===== src/rtl/br_pkg.sv =====
package br_pkg;
  localparam int unsigned DISP_W = 22;

  localparam logic [2:0] CLS_INT = 3'd2;
  localparam logic [2:0] CLS_FP  = 3'd6;

  typedef enum logic [1:0] {
    FCC_EQ = 2'd0,
    FCC_LT = 2'd1,
    FCC_GT = 2'd2,
    FCC_UN = 2'd3
  } fcc_e;

  typedef struct packed {
    logic [1:0]        op;
    logic              annul;
    logic [3:0]        sel;
    logic [2:0]        cls;
    logic [DISP_W-1:0] disp;
  } br_word_t;
endpackage


===== src/rtl/br_icc_eval.sv =====
module br_icc_eval (
  input  logic [3:0] sel_i,
  input  logic [3:0] icc_i,
  output logic       hit_o
);
  logic n, z, v, c, base;
  assign {n, z, v, c} = icc_i;

  always_comb begin
    unique case (sel_i[2:0])
      3'd0: base = 1'b0;
      3'd1: base = z;
      3'd2: base = z | (n ^ v);
      3'd3: base = n ^ v;
      3'd4: base = c | z;
      3'd5: base = c;
      3'd6: base = n;
      default: base = v;
    endcase
  end

  // upper half of the selector space inverts the lower half
  assign hit_o = base ^ sel_i[3];
endmodule


===== src/rtl/br_fcc_eval.sv =====
module br_fcc_eval
  import br_pkg::*;
(
  input  logic [3:0] sel_i,
  input  logic [1:0] fcc_i,
  output logic       hit_o
);
  logic [3:0] state_oh, mask;

  // one-hot on {U,G,L,E}
  assign state_oh = 4'b0001 << fcc_i;

  always_comb begin
    unique case (sel_i[2:0])
      3'd0: mask = 4'b0000;
      3'd1: mask = 4'b1110;
      3'd2: mask = 4'b0110;
      3'd3: mask = 4'b1010;
      3'd4: mask = 4'b0010;
      3'd5: mask = 4'b1100;
      3'd6: mask = 4'b0100;
      default: mask = 4'b1000;
    endcase
  end

  assign hit_o = (|(mask & state_oh)) ^ sel_i[3];
endmodule


===== src/rtl/br_target_gen.sv =====
module br_target_gen
  import br_pkg::*;
#(
  parameter int unsigned AW = 32
) (
  input  logic [AW-1:0]     pc_i,
  input  logic [DISP_W-1:0] disp_i,
  output logic [AW-1:0]     target_o
);
  localparam int unsigned EXT_W = AW - DISP_W - 2;

  logic [AW-1:0] offset;
  assign offset   = {{EXT_W{disp_i[DISP_W-1]}}, disp_i, 2'b00};
  assign target_o = pc_i + offset;
endmodule


===== src/rtl/br_resolve.sv =====
module br_resolve
  import br_pkg::*;
#(
  parameter int unsigned AW    = 32,
  parameter bit          FP_EN = 1'b1
) (
  input  logic          clk_i,
  input  logic          rst_ni,
  input  logic          valid_i,
  input  logic [31:0]   insn_i,
  input  logic [AW-1:0] pc_i,
  input  logic [3:0]    icc_i,
  input  logic [1:0]    fcc_i,
  output logic          taken_o,
  output logic [AW-1:0] target_o,
  output logic          squash_o,
  output logic          redirect_o
);
  br_word_t      w;
  logic          is_br, use_int, use_fp, known;
  logic          int_hit, fp_hit, hit, uncond;
  logic          taken_d, squash_d;
  logic [AW-1:0] tgt;
  logic          taken_q, squash_q;
  logic [AW-1:0] target_q;

  assign w = br_word_t'(insn_i);

  br_icc_eval u_icc (
    .sel_i (w.sel),
    .icc_i (icc_i),
    .hit_o (int_hit)
  );

  generate
    if (FP_EN) begin : g_fp
      br_fcc_eval u_fcc (
        .sel_i (w.sel),
        .fcc_i (fcc_i),
        .hit_o (fp_hit)
      );
    end else begin : g_no_fp
      assign fp_hit = 1'b0;
    end
  endgenerate

  br_target_gen #(.AW(AW)) u_tgt (
    .pc_i     (pc_i),
    .disp_i   (w.disp),
    .target_o (tgt)
  );

  always_comb begin
    is_br    = valid_i && (w.op == 2'b00);
    use_int  = is_br && (w.cls == CLS_INT);
    use_fp   = FP_EN && is_br && (w.cls == CLS_FP);
    known    = use_int || use_fp;
    hit      = use_int ? int_hit : fp_hit;
    uncond   = (w.sel[2:0] == 3'd0);
    taken_d  = known && hit;
    // annulled: unconditional forms always drop the slot, others only when not taken
    squash_d = known && w.annul && (uncond || !hit);
  end

  always_ff @(posedge clk_i or negedge rst_ni) begin
    if (!rst_ni) begin
      taken_q  <= 1'b0;
      squash_q <= 1'b0;
      target_q <= '0;
    end else begin
      taken_q  <= taken_d;
      squash_q <= squash_d;
      target_q <= known ? tgt : '0;
    end
  end

  assign taken_o    = taken_q;
  assign squash_o   = squash_q;
  assign target_o   = target_q;
  assign redirect_o = taken_q;
endmodule


===== config.mk =====
export PLATFORM = sky130hd
export DESIGN_NAME = br_resolve
export DESIGN_NICKNAME = d
export VERILOG_FILES = /design/src/rtl/br_pkg.sv /design/src/rtl/br_icc_eval.sv /design/src/rtl/br_fcc_eval.sv /design/src/rtl/br_target_gen.sv /design/src/rtl/br_resolve.sv
export SDC_FILE = /design/constraint.sdc
export NUM_CORES = 1
export LEC_CHECK = 0
export BUFFER_PORTS_ARGS = -buffer_cell sky130_fd_sc_hd__buf_2
export CORE_ASPECT_RATIO = 0.5
export CORE_MARGIN = 4
export CORE_UTILIZATION = 45
export CTS_BUF_LIST = sky130_fd_sc_hd__clkbuf_4
export DETAILED_ROUTE_END_ITERATION = 10
export PLACE_DENSITY_LB_ADDON = 0.1
export SYNTH_ARGS = -nofsm -noshare
export SYNTH_HDL_FRONTEND = slang
export SYNTH_SLANG_ARGS = --single-unit

===== constraint.sdc =====
create_clock -name clk_i -period 1.13 [get_ports clk_i]
set_input_delay 0.0565 -clock clk_i [delete_from_list [all_inputs] [get_ports clk_i]]
set_output_delay 0.0565 -clock clk_i [all_outputs]
set_load 0.01 [all_outputs]

==> run metrics <==
Ys Warns=0; CTS tree=done; Worst Path Class, Setup=in -> reg; Total GRT Usage=27.5%; post-DP HPWL=7.14 mm; sequential area share after synthesis=30.7%; syn_nets=419; worst path bufs/invs=3; critical path peak fanout=6; first-pass GRT wire length=16.7 mm; routed vias/inst=5.87; CTS max path bufs=2; fin. max-slew vios=0; worst-path cell chain=buf_6, ha_4, inv_2, fa_2, nor2b_2, o31a_1, o211ai_1, buf_4, nand2_4, a41oi_2, xor2_1, nor2_1; Post-DRT Antenna Nets=0; Worst-path clk slew=110 ps; max-cap violations=0; LEAKAGE=2.49 nW; htree depth=2; TritonCTS buffer count=5; critical path required time=1360 ps; status=complete, but fails checks; ANT cells=0; gr ovfl total=0; delay-heaviest family, CP=compound AO/OA/AOI/OAI gates; peak supply drop=539 µV; Startpoint Class=input pin; Placer Congestion=0.871; layout cells sized above 1=56.1%; setup TNS=-10330 ps; Worst path slowest cell=o31a_1; synth unique cells=51; Vias=3515; clk sinks=34; worst hold slack=-2.56 ps; IO buf count=107; final count of hold timing violations=1; Cells after Synth=312; FP Rows=19; pwr dens=834 nW/µm²; top cells by area, synth=dfrtp_1, ha_1, a21oi_1; Critical Path Max Stage Delay=300 ps; leading cell type in the layout, fill and taps excluded=buf_2; synthesized flop and latch total=34; starting density of the core=48.6%; initial antenna violation count=0; vias in the first global route=3564; setup violators final=25; Detailed Routing Iterations Pass 1=5; CP arrival=1930 ps; Rel. slew slack=73.4%; min Tclk post-route=1690 ps; clock root cell=clkbuf_4; Final #Nets=632; failing checks=negative hold slack, negative setup slack; Area Overhead vs Synth=78.6%; FF+latch area=851 µm²; # fillers=279; Worst Hold Class=in -> reg; core area=5710 µm²; final worst slack=-565 ps; Cell Area, Synth=2770 µm²; pin count of the biggest net entering global routing=31; drt drc=0; die height=63.5 µm; Detailed Route WL=11.8 mm; full die area=7550 µm²; WL/cell=19.7 µm; Initial DRC Count=386; commonest non-fill, non-tap cells in the layout=buf_2, buf_4, dfrtp_1; Die Span X=119 µm; IO Count=108; Syn Area/Cell=8.88 µm²; largest area contributor in the netlist=dfrtp_1; DP Worst Slack=-918 ps; RSZ-0062 raised after global routing=true; FMAX=590 MHz; Worst-Margin Slew=399 ps; number of enable flip-flop cells after synthesis=0; Multi-input gate area=2400 µm²; part of the cycle the worst path needs=150%; fraction of registers with async set/reset=100%; ys flop type=dfrtp_1; CP Capture Type=flip-flop; Yosys top cell area share=30.7%
==> per-layer routing <==
layer	part of all wire, %	global-route usage [%]
met1	39	31.5
met2	49	49.7
met3	7.8	6.88
met4	4.5	10.2
met5	0	0
==> synthesized netlist by cell type, types with 5 or more instances <==
cell	n
dfrtp_1	34
a21oi_1	33
ha_1	33
nor2_1	32
nand2_1	20
xor2_1	17
a21o_1	13
o21ai_0	12
inv_1	11
nand3_1	9
nand4_1	7
xnor2_1	7
and3_1	6
clkbuf_1	6
a31oi_1	5
nor2b_1	5
o211ai_1	5
o21a_1	5
==> tightest hold or removal path: cells and delay by family <==
| kind | cells | cell delay, ps |
|---|---|---|
| buffers and inverters | 1 | 80 |
| XOR/XNOR | 1 | 70 |
| AND/OR/NAND/NOR | 1 | 60 |
| multiplexers | 1 | 50 |
==> worst paths after layout <==
path                           from                     end  slack (ps)  cells after the start
max                         pc_i[2]  target_o[16]$_DFF_PN0_        -560                     12
min in group asynchronous    rst_ni   target_o[7]$_DFF_PN0_         140                      2
min                        pc_i[31]  target_o[31]$_DFF_PN0_          -3                      4
max in group asynchronous    rst_ni  target_o[30]$_DFF_PN0_         530                      3
==> flip-flops by register name, indices dropped and copies added (netlist names) <==
register	flops
squash_o	1
target_o	32
redirect_o	1
==> report_power, final <==
group | leakage [nW] | internal (mW) | total (mW) | switching, mW
clock | 0.0331 | 0.258 | 0.741 | 0.483
combinational | 1.98 | 1.10 | 2.15 | 1.05
sequential | 0.473 | 1.23 | 1.24 | 0.00565
total | 2.49 | 2.60 | 4.13 | 1.53
==> through the flow <==
step	hold WS [ps]	utilization (%)	area (µm²)	cells	power [mW]
3_3_place_gp	-13.5	75.4	4300	572	2.84
2_1_floorplan	-239	-	3040	312	2.14
5_1_grt	20.3	86.8	4950	599	4.34
3_5_place_dp	-0.648	75.4	4300	572	2.89
4_1_cts	8.03	83.2	4750	593	3.83
6_report	-2.56	86.8	4950	599	4.13
==> area by class of cell <==
cell class	count	area share [%]
clock buffer	6	0.910
tap	73	1.84
clock inverter	2	0.177
sequential	34	17.2
timing repair buffer	215	30.3
inverter	11	1.09
multi-input combinational	258	48.5
==> kinds of logic after synthesis <==
family                     share of synthesized area [%]
DFF                                                 30.7
xor gates and xnor gates                            7.58
and+or+nand+nor                                     18.8
muxes                                              0.722
buffers and inverters                               3.16
adders and majority gates                           15.6
AOI/OAI and AO/OA                                   23.4
==> repair_timing <==
item                                    4_1_cts  5_1_grt
endpoints found under the setup margin       25       27
pin swaps                                    49       37
hold buffers                                  5        0
resized for setup                            47       31
cloned                                        0        0
buffers inserted                              9        7
hold endpoints to repair                     38        0
Power figures use the tool's default switching activity.
